<file path="config.mk">
export PLATFORM = sky130hd
export DESIGN_NAME = dsadc_seq
export DESIGN_NICKNAME = d
export VERILOG_FILES = /design/src/rtl/dsadc_pkg.sv /design/src/rtl/dsadc_phase_timer.sv /design/src/rtl/dsadc_ctrl.sv /design/src/rtl/dsadc_capture.sv /design/src/rtl/dsadc_sw_dec.sv /design/src/rtl/dsadc_seq.sv
export SDC_FILE = /design/constraint.sdc
export NUM_CORES = 1
export LEC_CHECK = 0
export BUFFER_PORTS_ARGS = -buffer_cell sky130_fd_sc_hd__buf_4
export CORE_UTILIZATION = 45
export CTS_CLUSTER_DIAMETER = 150
export DETAILED_ROUTE_END_ITERATION = 12
export PLACE_DENSITY = 0.66
export SLEW_MARGIN = 20
export SYNTH_ARGS = -nofsm -noshare
export SYNTH_HDL_FRONTEND = slang
export SYNTH_SLANG_ARGS = --single-unit
</file>
<file path="constraint.sdc">
create_clock -name clk -period 2.1 [get_ports clk]
set_input_delay 0.42 -clock clk [delete_from_list [all_inputs] [get_ports clk]]
set_output_delay 0.42 -clock clk [all_outputs]
set_load 0.02 [all_outputs]
</file>
<file path="src/rtl/dsadc_pkg.sv">
// Package: shared phase encoding for the dual-slope sequencer.
// Assumes: nothing beyond IEEE 1800-2017.
package dsadc_pkg;

    // Conversion phases in the order they are visited.
    typedef enum logic [2:0] {
        PH_IDLE  = 3'd0,
        PH_ZERO  = 3'd1,
        PH_RUNUP = 3'd2,
        PH_RUNDN = 3'd3,
        PH_DONE  = 3'd4
    } phase_t;

    // Switch select bundle driven toward the analog front end.
    typedef struct packed {
        logic zero;
        logic inp;
        logic ref_sel;
    } sw_sel_t;

endpackage

</file>
<file path="src/rtl/dsadc_phase_timer.sv">
// Module: dsadc_phase_timer
// Shared cycle counter timing every phase of a conversion.
// One counter times both run-up and run-down, so both phases
// use the same clock as their time base.
// Assumes: clr has priority over inc.
module dsadc_phase_timer #(
    parameter int W = 8
) (
    input  logic         clk,
    input  logic         rst_n,
    input  logic         clr,
    input  logic         inc,
    output logic [W-1:0] cnt
);

    // Clear on phase entry, otherwise advance when told to.
    always_ff @(posedge clk) begin
        if (!rst_n) begin
            cnt <= '0;
        end else if (clr) begin
            cnt <= '0;
        end else if (inc) begin
            cnt <= cnt + 1'b1;
        end
    end

endmodule

</file>
<file path="src/rtl/dsadc_ctrl.sv">
// Module: dsadc_ctrl
// Phase state machine: idle -> zero -> run-up -> run-down -> done.
// Produces timer control and result capture strobes.
// Assumes: AZ_CYCLES and INT_CYCLES are at least 1 and fit in TW bits;
// cmp is synchronous to clk.
module dsadc_ctrl
    import dsadc_pkg::*;
#(
    parameter int N          = 8,
    parameter int AZ_CYCLES  = 8,
    parameter int INT_CYCLES = 256,
    parameter int TW         = 9
) (
    input  logic          clk,
    input  logic          rst_n,
    input  logic          start,
    input  logic          cmp,
    input  logic [TW-1:0] cnt,
    output phase_t        phase,
    output logic          tmr_clr,
    output logic          tmr_inc,
    output logic          res_clr,
    output logic          cap_trip,
    output logic          cap_over
);

    localparam logic [TW-1:0] AZ_LAST  = TW'(AZ_CYCLES - 1);
    localparam logic [TW-1:0] INT_LAST = TW'(INT_CYCLES - 1);
    localparam logic [TW-1:0] DN_LAST  = TW'((1 << N) - 1);

    phase_t ph_nxt;
    logic   az_end;
    logic   int_end;
    logic   dn_end;

    // Terminal-count flags for each timed phase.
    always_comb begin
        az_end  = (cnt == AZ_LAST);
        int_end = (cnt == INT_LAST);
        dn_end  = (cnt == DN_LAST);
    end

    // Next-phase and strobe decode.
    always_comb begin
        ph_nxt   = phase;
        tmr_clr  = 1'b0;
        tmr_inc  = 1'b0;
        res_clr  = 1'b0;
        cap_trip = 1'b0;
        cap_over = 1'b0;
        unique case (phase)
            PH_IDLE: begin
                if (start) begin
                    ph_nxt  = PH_ZERO;
                    tmr_clr = 1'b1;
                    res_clr = 1'b1;
                end
            end
            PH_ZERO: begin
                if (az_end) begin
                    ph_nxt  = PH_RUNUP;
                    tmr_clr = 1'b1;
                end else begin
                    tmr_inc = 1'b1;
                end
            end
            PH_RUNUP: begin
                if (int_end) begin
                    ph_nxt  = PH_RUNDN;
                    tmr_clr = 1'b1;
                end else begin
                    tmr_inc = 1'b1;
                end
            end
            PH_RUNDN: begin
                if (cmp) begin
                    ph_nxt   = PH_DONE;
                    cap_trip = 1'b1;
                end else if (dn_end) begin
                    ph_nxt   = PH_DONE;
                    cap_over = 1'b1;
                end else begin
                    tmr_inc = 1'b1;
                end
            end
            PH_DONE: begin
                ph_nxt = PH_IDLE;
            end
            default: begin
                ph_nxt = PH_IDLE;
            end
        endcase
    end

    // Phase register.
    always_ff @(posedge clk) begin
        if (!rst_n) begin
            phase <= PH_IDLE;
        end else begin
            phase <= ph_nxt;
        end
    end

endmodule

</file>
<file path="src/rtl/dsadc_capture.sv">
// Module: dsadc_capture
// Holds the conversion count and overrange flag between conversions.
// Assumes: at most one of clr, trip, over is high in a cycle.
module dsadc_capture #(
    parameter int N = 8
) (
    input  logic         clk,
    input  logic         rst_n,
    input  logic         clr,
    input  logic         trip,
    input  logic         over,
    input  logic [N-1:0] cnt,
    output logic [N-1:0] result,
    output logic         ovr
);

    // Latch the run-down count on trip, saturate on overrange.
    always_ff @(posedge clk) begin
        if (!rst_n || clr) begin
            result <= '0;
            ovr    <= 1'b0;
        end else if (trip) begin
            result <= cnt;
            ovr    <= 1'b0;
        end else if (over) begin
            result <= '1;
            ovr    <= 1'b1;
        end
    end

endmodule

</file>
<file path="src/rtl/dsadc_sw_dec.sv">
// Module: dsadc_sw_dec
// Maps the phase to the switch selects; one select per active phase.
// Assumes: phase comes straight from a register, so outputs are glitch-free
// apart from decode delay.
module dsadc_sw_dec
    import dsadc_pkg::*;
(
    input  phase_t  phase,
    output sw_sel_t sel,
    output logic    done
);

    // Phase-to-switch decode; done also discharges the integrator.
    always_comb begin
        sel  = '0;
        done = 1'b0;
        unique case (phase)
            PH_ZERO:  sel.zero    = 1'b1;
            PH_RUNUP: sel.inp     = 1'b1;
            PH_RUNDN: sel.ref_sel = 1'b1;
            PH_DONE: begin
                sel.zero = 1'b1;
                done     = 1'b1;
            end
            default:  sel = '0;
        endcase
    end

endmodule

</file>
<file path="src/rtl/dsadc_seq.sv">
// Module: dsadc_seq (top)
// Dual-slope converter sequencer: integrator reset, fixed run-up,
// timed run-down with saturation at 2^N cycles.
// Assumes: start_i and cmp_i are synchronous to clk.
module dsadc_seq
    import dsadc_pkg::*;
#(
    parameter int N          = 8,
    parameter int AZ_CYCLES  = 8,
    parameter int INT_CYCLES = 256
) (
    input  logic         clk,
    input  logic         rst_n,
    input  logic         start_i,
    input  logic         cmp_i,
    output logic         sel_zero_o,
    output logic         sel_in_o,
    output logic         sel_ref_o,
    output logic [N-1:0] result_o,
    output logic         done_o,
    output logic         over_o
);

    localparam int AZ_W  = $clog2(AZ_CYCLES + 1);
    localparam int INT_W = $clog2(INT_CYCLES + 1);
    localparam int TW0   = (AZ_W > INT_W) ? AZ_W : INT_W;
    localparam int TW    = (TW0 > N) ? TW0 : N;

    logic [TW-1:0] cnt;
    phase_t        phase;
    sw_sel_t       sel;
    logic          tmr_clr;
    logic          tmr_inc;
    logic          res_clr;
    logic          cap_trip;
    logic          cap_over;

    dsadc_phase_timer #(.W(TW)) u_tmr (
        .clk   (clk),
        .rst_n (rst_n),
        .clr   (tmr_clr),
        .inc   (tmr_inc),
        .cnt   (cnt)
    );

    dsadc_ctrl #(
        .N          (N),
        .AZ_CYCLES  (AZ_CYCLES),
        .INT_CYCLES (INT_CYCLES),
        .TW         (TW)
    ) u_ctrl (
        .clk      (clk),
        .rst_n    (rst_n),
        .start    (start_i),
        .cmp      (cmp_i),
        .cnt      (cnt),
        .phase    (phase),
        .tmr_clr  (tmr_clr),
        .tmr_inc  (tmr_inc),
        .res_clr  (res_clr),
        .cap_trip (cap_trip),
        .cap_over (cap_over)
    );

    dsadc_capture #(.N(N)) u_cap (
        .clk    (clk),
        .rst_n  (rst_n),
        .clr    (res_clr),
        .trip   (cap_trip),
        .over   (cap_over),
        .cnt    (cnt[N-1:0]),
        .result (result_o),
        .ovr    (over_o)
    );

    dsadc_sw_dec u_dec (
        .phase (phase),
        .sel   (sel),
        .done  (done_o)
    );

    // Unpack the select bundle onto the ports.
    always_comb begin
        sel_zero_o = sel.zero;
        sel_in_o   = sel.inp;
        sel_ref_o  = sel.ref_sel;
    end

endmodule

</file>
Yosys cells after proc, flatten, opt, wreduce, memory -nomap -nowiden

Cells that the tools add are included.

Bits in registers: 21
Bits of input ports: 4
Output and inout port bits: 13
Word-level logic and storage cells: 49

$add $sub $neg: 1
Equality and inequality tests: 10
Muxes and demuxes: 25
Bitwise operators: 1
Reductions and logical operators: 8

Operator list:

| kind                                                 | count |
|---|---|
| 2-to-1 mux 8 bit                                     | 2 |
| 2-to-1 mux 1 bit                                     | 15 |
| 2-to-1 mux 3 bit                                     | 5 |
| case mux 3 bit (4 select lines)                      | 1 |
| adder 9 x 1 -> 9 bit (second input constant)         | 1 |
| equality test 9 x 3 -> 1 bit (second input constant) | 1 |
| equality test 9 x 8 -> 1 bit (second input constant) | 1 |
| equality test 3 x 2 -> 1 bit (second input constant) | 2 |
| case mux 1 bit (3 select lines)                      | 2 |
| OR reduction 2 bit                                   | 3 |
| != test 2 x 1 -> 1 bit (second input constant)       | 2 |
| AND reduction 4 bit                                  | 1 |
| equality test 3 x 1 -> 1 bit (second input constant) | 1 |
| equality test 3 bit (second input constant)          | 1 |
| logical NOT 3 bit                                    | 1 |
| != test 3 x 2 -> 1 bit (second input constant)       | 1 |
| != test 2 bit (second input constant)                | 1 |
| nonzero test 2 bit                                   | 1 |
| logical NOT 1 bit                                    | 1 |
| logical OR 1 bit                                     | 1 |
| inverter 1 bit                                       | 1 |

Logic depth before layout (Yosys ltp)

Word-level depth: 6
Gate-level depth with buffers: 9
Depth with buffers taken out: 8

Cells and area by module

Synthesis repeated with hierarchy kept, for this count alone.

Cells, all modules: 122
Area total of the unflattened synthesis: 1181.1 um^2

By module, submodules not included:

| module            | times used | cells an instance | area an instance (um^2) | seq. area each (um^2) |
|---|---|---|---|---|
| dsadc_capture     | 1          | 39                | 460.4                   | 180.2 |
| dsadc_phase_timer | 1          | 44                | 411.6                   | 180.2 |
| dsadc_ctrl        | 1          | 34                | 271.5                   | 60.1 |
| dsadc_sw_dec      | 1          | 5                 | 37.5                    | 0.0 |

Worst setup path after synthesis

No wires, ideal clock.

Kind: register -> output
Start: register u_ctrl.phase[2]
End: output sel_zero_o
Data arrival time: 1.317 ns
Required time: 1.680 ns
Setup slack: 0.363 ns
Cell stages (with the launch flop): 3
Path buffers: 0
Cell sequence: dfxtp_1 -> nor3b_1 -> or2_2

Word-level cells in the longest chain between the ends: 3
Elaborated cells on any way between the ends: 4
Those cells by class: eq/ne (2); mux (1); reduce/logical (1)

Ends and longest elaborated chain:

| item                                                                       | RTL line           | text |
|---|---|---|
| start, declared                                                            | dsadc_ctrl.sv:19   | `output phase_t phase,` |
| start signal, assigned                                                     | dsadc_ctrl.sv:100  | `phase <= ph_nxt;` |
| equality test 3 x 1 -> 1 bit / equality test 3 bit (equally long branches) | dsadc_sw_dec.sv:17 | `unique case (phase)` |
| OR reduction 2 bit (no line) *                                             | --                 |  |
| 2-to-1 mux 1 bit *                                                         | dsadc_sw_dec.sv:17 |  |
| end, declared                                                              | dsadc_seq.sv:16    | `output logic sel_zero_o,` |

Mark *: on every way between the ends. The rest lies on a longest branch, timed or not.

Worst setup path after layout

Start: register u_ctrl.phase[0]
End: output sel_zero_o

The elaborated chain is that of the path after synthesis.

==> run_results.csv <==
group,metric,value,unit
outcome,outcome,"finished clean",
placement,dp_cells,163,
grt,grt_use_total,21.3,%
drt,drtIter0Drc,21,
drt,top_layer_used,"met4",
placement,dp_hpwl,1.86,mm
synthesis,synth_flop_cell,"dfxtp_1",
finish,n_antenna_cell,0,
cts,cts_tree,"built",
synthesis,synthTopCellsByCount,"21 x dfxtp_1, 12 x nand3_1, 9 x nor2_1",
synthesis,synth_edf_count,0,
synthesis,yosys.cell_count.top_type,"dfxtp_1",
synthesis,syn_inst,120,
timing,rsz0062_at_grt,"false",
critical_path,worstSetupPathType,"reg -> out",
finish,syn_to_final_growth,17.3,%
critical_path,critPathArrivalTime,1.59,ns
timing,slew_headroom,70.3,%
cts,clk_path_buf_depth,2,
placement,place.gp.congestion,0.836,
timing,finalSetupViolCount,0,
drt,viasPerCell,5.77,
drt,drt.antenna.violating_nets,0,
synthesis,synth_nets,126,
min_path,worstHoldEndpoint,"u_ctrl.phase[0]$_SDFFE_PN0P_",
finish,layout-drive-gt1-share,30.2,%
synthesis,synth_area_leaders,"dfxtp_1 38%, mux2i_1 5.4%, nand3_1 5.4%, o22ai_1 4.5%, a21oi_1 3.6%",
timing,fin_skew,0.000658,ns
power_and_ir_drop,p_per_area,517,nW/um^2
cts,cts_inserted_buffers,3,
timing,tightest_slew,0.444,ns
min_path,worstHoldPathCells,2,
critical_path,crit_path_top_delay_cell,"dfxtp_1",
cts,cts-root-buf,"clkbuf_4",
cts,ctsHtreeMaxLevel,1,
timing,fin_setup_tns,0,ns
power_and_ir_drop,leakagePower,0.478,nW
cts,clk_pin_slew,0.12,ns
synthesis,yosysSeqAreaShare,38.1,%
critical_path,worstSetupStartpointType,"register",
drt,first_pass_iters,4,
critical_path,regToRegSetupSlack,0.16,ns
critical_path,rr_worst_depth,8,
finish,fillers,219,
critical_path,critical_path.max_stage_delay,0.56,ns
timing,setup_slack,0.0925,ns
die,die_x,51.6,um
critical_path,path_cells,"nor3b_4 -> or2_2 -> buf_4",
finish,finalNetCount,146,
synthesis,synth-seq-cells,21,
grt,grt_antenna_before_repair,0,
timing,final_max_slew_viol_count,0,
min_path,hold_class,"in -> reg",
drt,dr_total_vias,964,
synthesis,async_reset_ff_share,0,%
run,cap_violations,0,
critical_path,critical_path.max_fanout,10,
synthesis,synth_area_leader_cell,"dfxtp_1",
min_path,min-delay-start,"rst_n",
drt,dr_wl_met3,82,um
grt,grt_pass1_vias,888,
drt,route.met2.wl,1.22,mm
synthesis,netlist_area,1100,um^2
drt,drc,0,
critical_path,end_kind,"primary output",
drt,wl_per_cell,14.9,um
drt,route.layer.met1.wl,1.14,mm
timing,hold_ws,0.343,ns
die,io-pin-count,17,
drt,wl,2.49,mm
die,die_h,51.6,um
timing,timing.final.crit_share,95.6,%
finish,instances_no_fill,167,
critical_path,rr_startpoint,"u_tmr.cnt[1]$_SDFFE_PP0P_",
synthesis,ys_warn_count,0,
placement,dp_slack,0.0728,ns
die,placementRows,17,
synthesis,avgSynthCellArea,9.21,um^2
die,fp.dieArea,2660,um^2
die,core_area,2250,um^2
grt,grt_first_pass_wirelength,4.04,mm
grt,gr-total-overflow,0,
timing,post-route-min-period,2.01,ns
timing,hold_violations,0,
synthesis,synth_top_cell_area_share,38.1,%
die,initial_core_util,49.0,%
synthesis,yosysUniqueCellTypes,38,
grt,grt_max_degree,14,
placement,portBuffers,16,
timing,max_freq,0.498,GHz
critical_path,cp.required,1.68,ns
critical_path,rr_endpoint,"u_tmr.cnt[0]$_SDFFE_PP0P_",
cts,clock-sinks,21,
cts,worstSkewPairLatency,0.32,ns
power_and_ir_drop,ir_drop,0.464,mV
cell families (layout without fill, tap and decap cells):
logic type	Yosys count	count (layout)	synth area share (%)
DFF	21	21	38.1
AOI/OAI and AO/OA	30	30	20.8
adders and majority gates	2	2	2.26
and+or+nand+nor	53	53	28.9
buffers and inverters	8	27	4.53
muxes	6	6	5.44
what timing repair did:
item | 4_1_cts | 5_1_grt
resized for setup | 0 | 6
endpoints found under the setup margin | 0 | 18
hold buffers | 0 | 0
buffers inserted | 0 | 0
stage by stage:
step / power, W / cell area (um^2) / utilization, %
floorplan: 0.000460 / 1100 / -
global placement: 0.000471 / 1250 / 55.7
detailed placement: 0.000472 / 1250 / 55.7
CTS: 0.000674 / 1280 / 57.0
global route: 0.000704 / 1300 / 57.5
finish: 0.000670 / 1300 / 57.5
sequential cells by signal, indices dropped and copies added (netlist names):
signal / count
u_tmr.cnt: 9
u_ctrl.phase: 3
u_cap.result: 8
u_cap.ovr: 1
power breakdown:
group	switching, W	leakage (nW)	total (W)	internal [W]
combinational	0.0000314	0.294	0.0000576	0.0000263
sequential	0.00000651	0.170	0.000408	0.000402
clock	0.000131	0.0139	0.000204	0.0000729
total	0.000169	0.478	0.000670	0.000501
critical path, delay by kind of cell, from the launching register on:
family | cells | cell delay, ns
simple gates | 2 | 0.58
flops | 1 | 0.56
buf+inv | 1 | 0.13
cells in the final DEF (no fill, tap or decap), types with 2 or more instances in the layout:
master | synthesis | routed
nand3_1 | 12 | 12
inv_1 | 2 | 2
dfxtp_1 | 21 | 20
nor3_1 | 4 | 4
o22ai_1 | 8 | 8
nand2_1 | 7 | 7
a21boi_0 | 3 | 3
nor2_1 | 9 | 9
a21oi_1 | 8 | 7
nand3b_1 | 5 | 5
nor3b_1 | 2 | 2
mux2i_1 | 6 | 6
clkbuf_4 | 0 | 3
buf_4 | 1 | 21
o21ai_0 | 3 | 2
and2_1 | 2 | 2
area by class of cell:
class                   instances  area (um^2)  area share, %
clock buffers                   3         22.5           1.74
clock inverters                 1         7.51          0.579
inverters                       2         7.51          0.579
multi-input cells              91          644           49.7
flip-flops and latches         21          422           32.5
well taps                      28         35.0           2.70
repair buffers                 21          158           12.2
per-layer routing:
layer  up-vias  track usage, %
met2        16            34.6
met4         0            12.2
li1        482               -
met5         -               0
met3         5            4.39
met1       461            25.8
worst max path at each step:
| stage | slack, ns | end | cells past startpoint | startpoint |
|---|---|---|---|---|
| 6_report | 0.09 | sel_zero_o | 3 | u_ctrl.phase[0]$_SDFFE_PN0P_ |
| 5_1_grt | 0.009 | sel_zero_o | 3 | u_ctrl.phase[0]$_SDFFE_PN0P_ |
| 4_1_cts | 0.04 | u_tmr.cnt[0]$_SDFFE_PP0P_ | 8 | u_tmr.cnt[0]$_SDFFE_PP0P_ |
| 3_5_place_dp | 0.07 | u_tmr.cnt[0]$_SDFFE_PP0P_ | 8 | u_tmr.cnt[0]$_SDFFE_PP0P_ |
| 3_3_place_gp | 0.15 | u_tmr.cnt[0]$_SDFFE_PP0P_ | 8 | u_tmr.cnt[0]$_SDFFE_PP0P_ |
| 2_1_floorplan | 0.36 | sel_zero_o | 2 | u_ctrl.phase[2]$_SDFFE_PN0P_ |
(Power assumes the default switching activity.)
